**src/rtl/twi_regmem.sv**
```systemverilog
module twi_regmem #(
  parameter logic [3:0] DEV_TYPE   = 4'b1010,
  parameter int         MEM_BYTES  = 272,
  parameter int         PAGE_BYTES = 16
) (
  input  logic       clk,
  input  logic       rst_n,
  input  logic       scl_i,
  input  logic       sda_i,
  input  logic [2:0] strap_i,
  output logic       sda_o,
  output logic       sda_oe
);

  localparam int AW = $clog2(MEM_BYTES);
  localparam int PW = $clog2(PAGE_BYTES);
  localparam logic [AW-1:0] CTRL_A = AW'(128);
  localparam logic [AW-1:0] RSV_LO = AW'(136);
  localparam logic [AW-1:0] RSV_HI = AW'(143);
  localparam logic [AW-1:0] LAST_A = AW'(MEM_BYTES - 1);

  typedef enum logic [2:0] {S_IDLE, S_DEV, S_ADDR, S_WR, S_RD} st_t;

  st_t           state;
  logic [2:0]    scl_q, sda_q;
  logic [3:0]    bitcnt;
  logic [7:0]    shreg, txb, rd_data;
  logic [AW-1:0] ptr;
  logic          rw, mnack, wel, ext;
  logic [7:0]    mem [MEM_BYTES];

  always_ff @(posedge clk or negedge rst_n)
    if (!rst_n) begin
      scl_q <= 3'b111;
      sda_q <= 3'b111;
    end else begin
      scl_q <= {scl_q[1:0], scl_i};
      sda_q <= {sda_q[1:0], sda_i};
    end

  wire scl_h    = scl_q[1];
  wire sda_h    = sda_q[1];
  wire scl_rise = scl_q[1] & ~scl_q[2];
  wire scl_fall = ~scl_q[1] & scl_q[2];
  wire start_c  = scl_q[1] & scl_q[2] & sda_q[2] & ~sda_q[1];
  wire stop_c   = scl_q[1] & scl_q[2] & ~sda_q[2] & sda_q[1];
  wire dev_ok   = (shreg[7:4] == DEV_TYPE) && (shreg[3:1] == strap_i);
  wire in_rsv   = (ptr >= RSV_LO && ptr <= RSV_HI) || (ptr > LAST_A);
  wire wr_now   = (state == S_WR) && scl_fall && (bitcnt == 4'd8);

  assign sda_o = 1'b0;

  always_comb begin
    if (ptr == CTRL_A)  rd_data = {6'd0, wel, ext};
    else if (in_rsv)    rd_data = 8'h00;
    else                rd_data = mem[ptr];
  end

  always_ff @(posedge clk or negedge rst_n)
    if (!rst_n) begin
      state  <= S_IDLE;
      bitcnt <= '0;
      shreg  <= '0;
      txb    <= '0;
      ptr    <= '0;
      rw     <= 1'b0;
      mnack  <= 1'b1;
      sda_oe <= 1'b0;
    end else if (start_c) begin
      state  <= S_DEV;
      bitcnt <= '0;
      sda_oe <= 1'b0;
    end else if (stop_c) begin
      state  <= S_IDLE;
      bitcnt <= '0;
      sda_oe <= 1'b0;
    end else if (state != S_IDLE) begin
      if (scl_rise) begin
        if (bitcnt < 4'd8 && state != S_RD) shreg <= {shreg[6:0], sda_h};
        if (bitcnt == 4'd8 && state == S_RD) mnack <= sda_h;
        if (bitcnt < 4'd9) bitcnt <= bitcnt + 4'd1;
      end else if (scl_fall) begin
        if (bitcnt == 4'd8) begin
          if (state == S_RD) begin
            sda_oe <= 1'b0;
          end else if (state == S_DEV && !dev_ok) begin
            state  <= S_IDLE;
            bitcnt <= '0;
            sda_oe <= 1'b0;
          end else begin
            sda_oe <= 1'b1;
            case (state)
              S_DEV:  rw  <= shreg[0];
              S_ADDR: ptr <= (shreg[7:4] == 4'h8) ? AW'({1'b0, shreg}) : AW'({ext, shreg});
              S_WR:   ptr <= {ptr[AW-1:PW], ptr[PW-1:0] + 1'b1};
              default: ;
            endcase
          end
        end else if (bitcnt == 4'd9) begin
          sda_oe <= 1'b0;
          bitcnt <= '0;
          case (state)
            S_DEV:  state <= rw ? S_RD : S_ADDR;
            S_ADDR: state <= S_WR;
            S_RD:   if (mnack) state <= S_IDLE;
            default: ;
          endcase
          if ((state == S_DEV && rw) || (state == S_RD && !mnack)) begin
            txb    <= rd_data;
            sda_oe <= ~rd_data[7];
            ptr    <= ptr + 1'b1;
          end
        end else if (state == S_RD && bitcnt != 4'd0) begin
          sda_oe <= ~txb[3'd7 - bitcnt[2:0]];
        end
      end
    end

  always_ff @(posedge clk or negedge rst_n)
    if (!rst_n) begin
      wel <= 1'b0;
      ext <= 1'b0;
      for (int i = 0; i < MEM_BYTES; i++) mem[i] <= 8'h00;
    end else if (wr_now) begin
      if (ptr == CTRL_A) begin
        wel <= shreg[1];
        if (wel) ext <= shreg[0];
      end else if (!in_rsv && wel) begin
        mem[ptr] <= shreg;
      end
    end

endmodule

```
**config.mk**
```make
export PLATFORM = sky130hd
export DESIGN_NAME = twi_regmem
export DESIGN_NICKNAME = d
export VERILOG_FILES = /design/src/rtl/twi_regmem.sv
export SDC_FILE = /design/constraint.sdc
export NUM_CORES = 2
export LEC_CHECK = 0
export ABC_AREA = 1
export ABC_CLOCK_PERIOD_IN_PS = 5100
export BUFFER_PORTS_ARGS = -buffer_cell sky130_fd_sc_hd__buf_2
export CAP_MARGIN = 10
export CELL_PAD_IN_SITES_DETAIL_PLACEMENT = 1
export CELL_PAD_IN_SITES_GLOBAL_PLACEMENT = 2
export CORE_MARGIN = 5
export CORE_UTILIZATION = 30
export CTS_CLUSTER_SIZE = 16
export DETAILED_ROUTE_END_ITERATION = 10
export PLACE_DENSITY = 0.63
export SLEW_MARGIN = 20
export SYNTH_ARGS = -nofsm -noshare
export SYNTH_HDL_FRONTEND = slang
export SYNTH_SLANG_ARGS = --single-unit
```
**constraint.sdc**
```tcl
create_clock -name clk -period 5.1 [get_ports clk]
set_input_delay 0.255 -clock clk [delete_from_list [all_inputs] [get_ports clk]]
set_output_delay 0.255 -clock clk [all_outputs]
set_load 0.01 [all_outputs]
```
-- After elaboration in Yosys (flattened, before gate mapping)
Cells that the tools add are included.
- output and inout port bits: 2
- input bits: 7
- flip-flop bits (word level): 2219
- logic and storage cells: 431
- bitwise gates (word level): 21
- $lt $le $gt $ge: 8
- equality and inequality tests: 23
- reduce and logical (&&, ||, !) cells: 40
- mux-type cells: 50
- add/sub/neg operators: 4
- operator list (cell ; count):
    $bwmux W2176 ; 1
    $bmux W8 S9 ; 1
    $demux W8 S9 ; 1
    $mux W9 ; 6
    $mux W4 ; 10
    $mux W8 ; 5
    $mux W3 ; 11
    $pmux W9 S2 ; 1
    $eq A4 B4 Y1 const B ; 4
    $reduce_and A8 Y1 ; 2
    $not A1 Y1 ; 13
    $logic_and A1 B1 Y1 ; 12
    $mux W1 ; 12
    $reduce_bool A4 Y1 ; 3
    $reduce_and A11 Y1 ; 1
    $ge A10 B10 Y1 const B ; 1
    $lt A10 B1 Y1 const B ; 1
    $not A9 Y10 ; 1
    $reduce_and A10 Y1 ; 1
    $reduce_and A5 Y1 ; 2
    $reduce_bool A5 Y1 ; 2
    $add A9 B1 Y9 const B ; 1
    $eq A9 B8 Y1 const B ; 1
    $ge A9 B8 Y1 const B ; 1
    other kinds (33) ; 52

-- Longest topological paths before layout
- depth after elaboration: 15
- mapped depth: 24
- mapped depth without buffers: 22

-- Worst setup path after synthesis
OpenSTA, ideal clock, no wires.
- path type: reg-to-reg
- start point: register ptr[0]
- end point: register mem[1845] (netlist bit)
- data required time: 4971 ps
- path slack: 1609 ps
- cell stages (with the launch flop): 23
- clock period less this slack: 3491 ps
- arrival: 3362 ps
- cells stage by stage: dfrtp_1 > buf_2 > clkinv_1 > buf_2 > buf_2 > clkbuf_1 > clkbuf_1 > buf_2 > ha_1 > inv_1 > nor2_1 > nand2_1 > nand3_1 > inv_2 > nand2_8 > inv_12 > nand2_8 > nor2_8 > buf_12 > nand2_8 > buf_6 > nand2_1 > o21ai_2
- word-level cells in the longest chain between the ends: 6
- ends and longest elaborated chain (item ; line ; source):
    from (decl) ; 28 ; logic [AW-1:0] ptr;
    from (signal assigned) ; 94 ; S_ADDR: ptr <= (shreg[7:4] == 4'h8) ? AW'({1'b0, shreg}) : AW'({ext, shreg});
    from (signal assigned) ; 95 ; S_WR: ptr <= {ptr[AW-1:PW], ptr[PW-1:0] + 1'b1};
    from (signal assigned) ; 111 ; ptr <= ptr + 1'b1;
    $not A9 Y10 (implied by the code), or another cell as far along ; 129 ; mem[ptr] <= shreg;
    $ge A10 B10 Y1 (implied by the code), or another cell as far along ; 129 ;
    $logic_and A1 B1 Y1 (implied by the code) / $logic_or A1 B1 Y1 (equally long branches) ; 129, 48 ;
    $mux W8 (implied by the code) / $logic_not A1 Y1 (equally long branches) ; 129, 128 ;
    $demux W8 S9 / $logic_and A1 B1 Y1 (equally long branches) ; 129, 128 ;
    $bwmux W2176 / $reduce_and A3 Y1 (equally long branches) ; -- ;
    to (signal, indexed assignment) ; 129 ;
    to (decl) ; 30 ; logic [7:0] mem [MEM_BYTES];
Parallel ways exist; a longest one is shown, timed or not.
A chain may end at the register's enable or synchronous reset.

-- Worst setup path in the final report
- start point: register ptr[0]
- end point: register txb[3]
- word-level cells in the longest chain between the ends: 6
- ends and longest elaborated chain (item ; line ; source):
    $not A9 Y10 (implied by the code) ; 56 ; else rd_data = mem[ptr];
    $bmux W8 S9 ; 56 ;
    $mux W8 (implied by the code) (2 in a row) ; 56 ;
    $mux W8 ; 55 ; else if (in_rsv) rd_data = 8'h00;
    $mux W8 * ; 54 ; if (ptr == CTRL_A) rd_data = {6'd0, wel, ext};
    to (signal assigned) ; 109 ; txb <= rd_data;
    to (decl) ; 27 ; logic [7:0] shreg, txb, rd_data;
Mark *: on every way between the ends. The rest lies on a longest branch, timed or not. The select of a mux whose other input is x is not followed.

==> impl_metrics.xml <==
<?xml version="1.0" encoding="UTF-8"?>
<metrics>
  <group name="yosys">
    <metric name="synth_simple_gate_area_share" unit="%">18.8</metric>
    <metric name="synth_cell_type_count" unit="">54</metric>
    <metric name="synthesis.area_per_instance" unit="sq um">8.51</metric>
    <metric name="syn_nets" unit="">11900</metric>
    <metric name="yosys_most_used_dff" unit="">sky130_fd_sc_hd__dfrtp_1</metric>
    <metric name="post_synth_instance_area" unit="sq um">101000</metric>
    <metric name="multiplexer_area_fraction_after_synthesis" unit="%">0.00991</metric>
    <metric name="ys.warnings.count" unit="">0</metric>
    <metric name="yosys.area_share.adder" unit="%">0.124</metric>
    <metric name="ys_async_sr_fraction" unit="%">100</metric>
    <metric name="synth_seq_cells" unit="">2219</metric>
    <metric name="share_of_the_synthesized_area_in_compound_gates_ao_oa_aoi_oai" unit="%">20.7</metric>
    <metric name="synth-xor-area-share" unit="%">0.0520</metric>
    <metric name="largest_family_of_logic_cells_by_synthesized_area" unit="">compound AO/OA/AOI/OAI gates</metric>
    <metric name="yosysSeqAreaShare" unit="%">55.0</metric>
    <metric name="edff_count_synth" unit="">0</metric>
    <metric name="postSynthCellCount" unit="">11900</metric>
  </group>
  <group name="clock_tree">
    <metric name="cts.clk_slew.worst_paths" unit="ps">60</metric>
    <metric name="clk_path_buf_depth" unit="">4</metric>
    <metric name="cts_setup_buffers" unit="">0</metric>
    <metric name="tritoncts_clock_tree" unit="">yes</metric>
    <metric name="cts-htree-levels" unit="">5</metric>
    <metric name="cts_root_buf" unit="">sky130_fd_sc_hd__clkbuf_16</metric>
    <metric name="clock-sinks" unit="">2219</metric>
    <metric name="tritoncts.num_buffers" unit="">279</metric>
    <metric name="clk_latency" unit="ps">910</metric>
  </group>
  <group name="layout">
    <metric name="final-seq-area" unit="sq um">55500</metric>
    <metric name="area.growth.synth_to_final" unit="%">12.5</metric>
    <metric name="final.fill_count" unit="">39000</metric>
    <metric name="final_net_count" unit="">11400</metric>
    <metric name="layout-drive-gt1-share" unit="%">8.39</metric>
    <metric name="multiInputGateArea" unit="sq um">40100</metric>
  </group>
  <group name="critical_path">
    <metric name="critical_path_class" unit="">reg -&gt; reg</metric>
    <metric name="critical_path.top_delay_family" unit="">compound AO/OA/AOI/OAI gates</metric>
    <metric name="timing.critical_path.slowest_stage_cell" unit="">sky130_fd_sc_hd__o21ai_0</metric>
    <metric name="cp.arrival" unit="ps">4990</metric>
    <metric name="critPathRequiredTime" unit="ps">5890</metric>
    <metric name="setup.worst_path.start_class" unit="">flop</metric>
    <metric name="timing.critical_path.mode_cell" unit="">sky130_fd_sc_hd__o21ai_0</metric>
    <metric name="endpoint_kind" unit="">flop</metric>
    <metric name="crit_path_max_incr_delay" unit="ps">870</metric>
    <metric name="path_cells" unit="">inv_8 -&gt; buf_12 -&gt; buf_4 -&gt; o21ai_0 -&gt; o22ai_1 -&gt; a22o_1 -&gt; o21ai_0 -&gt; nand4_1 -&gt; nand2_1 -&gt; a21oi_1 -&gt; o21ai_0 -&gt; nand2_1</metric>
    <metric name="path_max_fanout" unit="">74</metric>
    <metric name="critical_path.n_buffers_inverters" unit="">3</metric>
  </group>
  <group name="route">
    <metric name="viasPerCell" unit="">5.23</metric>
    <metric name="drc" unit="">0</metric>
    <metric name="drtAntennaViolNets" unit="">0</metric>
    <metric name="via_count" unit="">84100</metric>
    <metric name="route.final.wire_length" unit="mm">393</metric>
    <metric name="drt-pass1-iter-count" unit="">6</metric>
    <metric name="detailed_route_wire_length_per_cell" unit="um">24.4</metric>
    <metric name="drtIter0Drc" unit="">6297</metric>
  </group>
  <group name="global_route">
    <metric name="global_route_wire_length_before_repair" unit="mm">596</metric>
    <metric name="vias_in_the_first_global_route" unit="">87300</metric>
    <metric name="antenna_violations_before_repair" unit="">9</metric>
    <metric name="grt_max_degree" unit="">161</metric>
    <metric name="globalRouteTotalUtil" unit="%">22.2</metric>
    <metric name="grt_overflow_total" unit="">0</metric>
  </group>
  <group name="sta">
    <metric name="worst_slew_margin_rel" unit="%">24.5</metric>
    <metric name="fin_setup_tns" unit="ps">0</metric>
    <metric name="final.setup_skew" unit="ps">55.2</metric>
    <metric name="tightest_slew" unit="ps">1120</metric>
    <metric name="report.final.setup_viol" unit="">0</metric>
    <metric name="finalHoldViolations" unit="">0</metric>
    <metric name="unrepaired_setup_endpoints_after_global_routing" unit="">no</metric>
    <metric name="timing_max_transition_violations_final" unit="">0</metric>
    <metric name="period_needed" unit="ps">4200</metric>
    <metric name="clock.fmax" unit="GHz">0.238</metric>
    <metric name="finalCritPeriodShare" unit="%">82.4</metric>
  </group>
  <group name="pwr">
    <metric name="total_power" unit="uW">42000</metric>
    <metric name="vdd.ir_drop.worst" unit="mV">0.388</metric>
    <metric name="static-leakage-power" unit="uW">0.0507</metric>
    <metric name="pwr_density_cell" unit="nW/um^2">369</metric>
  </group>
  <group name="floorplan">
    <metric name="die_extent_in_x" unit="um">590</metric>
    <metric name="row_count" unit="">213</metric>
    <metric name="placeableCoreArea" unit="sq um">336000</metric>
    <metric name="die-height" unit="um">590</metric>
    <metric name="die_area" unit="sq um">348000</metric>
    <metric name="ioPinCount" unit="">9</metric>
    <metric name="floorplan.initialDensity" unit="%">30.1</metric>
  </group>
  <group name="placed_design">
    <metric name="port_buffers" unit="">7</metric>
    <metric name="detailed_place_hpwl" unit="mm">231</metric>
    <metric name="gp_routability_congestion" unit="">0.808</metric>
  </group>
  <group name="hold_path">
    <metric name="holdCritPathClass" unit="">in -&gt; reg</metric>
  </group>
  <group name="status">
    <metric name="run_status" unit="">finished clean</metric>
  </group>
  <group name="job">
    <metric name="maxCapViolCount" unit="">0</metric>
  </group>
</metrics>
[cell usage in the layout, fill, tap and decap left out, types with 46 or more instances in the layout]
| master | synthesis | routed |
|---|---|---|
| sky130_fd_sc_hd__dfrtp_1 | 2212 | 2210 |
| sky130_fd_sc_hd__o21ai_1 | 1013 | 1015 |
| sky130_fd_sc_hd__inv_1 | 138 | 133 |
| sky130_fd_sc_hd__buf_4 | 8 | 134 |
| sky130_fd_sc_hd__a22o_1 | 82 | 82 |
| sky130_fd_sc_hd__a21oi_1 | 46 | 46 |
| sky130_fd_sc_hd__o21ai_0 | 2143 | 2141 |
| sky130_fd_sc_hd__nand2_1 | 3051 | 3050 |
| sky130_fd_sc_hd__buf_12 | 10 | 71 |
| sky130_fd_sc_hd__o21ai_2 | 94 | 94 |
| sky130_fd_sc_hd__clkbuf_16 | 0 | 289 |
| sky130_fd_sc_hd__nand4_1 | 55 | 55 |
| sky130_fd_sc_hd__nand3_1 | 84 | 84 |
| sky130_fd_sc_hd__o22ai_1 | 472 | 472 |
| sky130_fd_sc_hd__nor2_1 | 1158 | 1148 |
| sky130_fd_sc_hd__clkbuf_8 | 0 | 65 |
| sky130_fd_sc_hd__nand2_4 | 119 | 119 |
| sky130_fd_sc_hd__clkbuf_1 | 730 | 72 |
[per-layer routing]
layer  vias to the layer above  part of all wire (%)  track usage (%)
li1                      38800                     -                -
met1                     43400                    49             32.4
met2                      1413                    45             35.2
met3                       514                   3.4             2.15
met4                         2                   2.8             5.97
met5                         -                0.0018                0
[timing repair]
item,in CTS,in global routing
hold buffers,6,0
hold endpoints to repair,326,0
resized for setup,0,0
[synth_stat cells, types with 2 or more instances]
cell type	n	share of area [%]
sky130_fd_sc_hd__a21oi_1	46	0.23
sky130_fd_sc_hd__a221oi_1	2	0.017
sky130_fd_sc_hd__a22o_1	82	0.71
sky130_fd_sc_hd__a22oi_1	5	0.037
sky130_fd_sc_hd__a31oi_1	7	0.043
sky130_fd_sc_hd__a41oi_1	19	0.16
sky130_fd_sc_hd__buf_1	12	0.045
sky130_fd_sc_hd__buf_12	10	0.20
sky130_fd_sc_hd__buf_2	175	0.87
sky130_fd_sc_hd__buf_4	8	0.059
sky130_fd_sc_hd__buf_6	80	0.89
sky130_fd_sc_hd__buf_8	3	0.045
sky130_fd_sc_hd__clkbuf_1	730	2.7
sky130_fd_sc_hd__clkinv_1	7	0.026
sky130_fd_sc_hd__dfrtp_1	2212	55
sky130_fd_sc_hd__dfstp_2	7	0.18
sky130_fd_sc_hd__ha_1	10	0.12
sky130_fd_sc_hd__inv_1	138	0.51
sky130_fd_sc_hd__inv_2	12	0.045
sky130_fd_sc_hd__nand2_1	3051	11
sky130_fd_sc_hd__nand2_2	36	0.22
sky130_fd_sc_hd__nand2_4	119	1.3
sky130_fd_sc_hd__nand2_8	14	0.28
sky130_fd_sc_hd__nand3_1	84	0.42
sky130_fd_sc_hd__nand4_1	55	0.34
sky130_fd_sc_hd__nor2_1	1158	4.3
sky130_fd_sc_hd__nor2_2	3	0.019
sky130_fd_sc_hd__nor2_4	4	0.045
sky130_fd_sc_hd__nor2_8	15	0.30
sky130_fd_sc_hd__nor3_1	8	0.040
sky130_fd_sc_hd__nor3_4	5	0.080
sky130_fd_sc_hd__nor4_1	2	0.012
sky130_fd_sc_hd__o211ai_1	3	0.022
sky130_fd_sc_hd__o21a_1	2	0.015
sky130_fd_sc_hd__o21ai_0	2143	11
sky130_fd_sc_hd__o21ai_1	1013	5.0
sky130_fd_sc_hd__o21ai_2	94	0.81
sky130_fd_sc_hd__o22ai_1	472	2.9
sky130_fd_sc_hd__xor2_1	5	0.043
[area by class of cell]
cell class / count / area share, %
inverter: 159 / 0.609
tap: 4515 / 4.97
antenna: 11 / 0.0242
clock inverter: 65 / 0.596
sequential: 2219 / 48.9
timing repair buffer: 218 / 2.24
clock buffer: 426 / 7.39
multi-input combinational: 8470 / 35.3
[cells by family (layout without fill, tap and decap cells)]
logic type	after synthesis	count (layout)
AND/OR/NAND/NOR	4557	4557
buffers and inverters	1177	868
flip-flops	2219	2219
XOR/XNOR	6	6
multiplexers	1	1
adder cells (fa/ha/maj)	10	10
AO/OA/AOI/OAI	3895	3895
other	1	12
[state kept, by name (all words and copies together), names as in the netlist]
register,flops
txb,8
ext,1
sda_oe,1
bitcnt,4
state,3
wel,1
sda_q,3
shreg,8
rw,1
ptr,9
scl_q,3
mnack,1
mem,2176
[report_power, final]
group / internal [uW] / switching, uW
Sequential: 17700 / 101
Combinational: 299 / 3960
Clock: 11800 / 8130
Total: 29800 / 12200
[metrics by stage]
| stage | hold WS, ps | worst slack (ps) | instance area (sq um) | utilization [%] | instances |
|---|---|---|---|---|---|
| floorplan | -40.6 | 1610 | 101000 | - | 11900 |
| global placement | 334 | 809 | 104000 | 31.1 | 15600 |
| detailed placement | 330 | 1000 | 104000 | 31.1 | 15600 |
| CTS | 34.0 | 945 | 114000 | 33.8 | 16100 |
| global route | 79.9 | 842 | 114000 | 33.8 | 16100 |
| finish | 121 | 900 | 114000 | 33.8 | 16100 |
[worst paths after layout]
| kind | startpoint | end | slack, ps | depth (start not counted) |
|---|---|---|---|---|
| setup / recovery | ptr[0] | txb[3] | 900 | 12 |
| hold / removal | sda_i | sda_q[0] | 120 | 2 |
| setup reg to reg | ptr[0] | txb[3] | 900 | 12 |
| hold reg to reg | sda_q[0] | sda_q[1] | 360 | 0 |
| max in group asynchronous | rst_n | mem[646] | 3130 | 5 |
| min in group asynchronous | rst_n | mem[2118] | 480 | 3 |
Power figures use the tool's default switching activity.
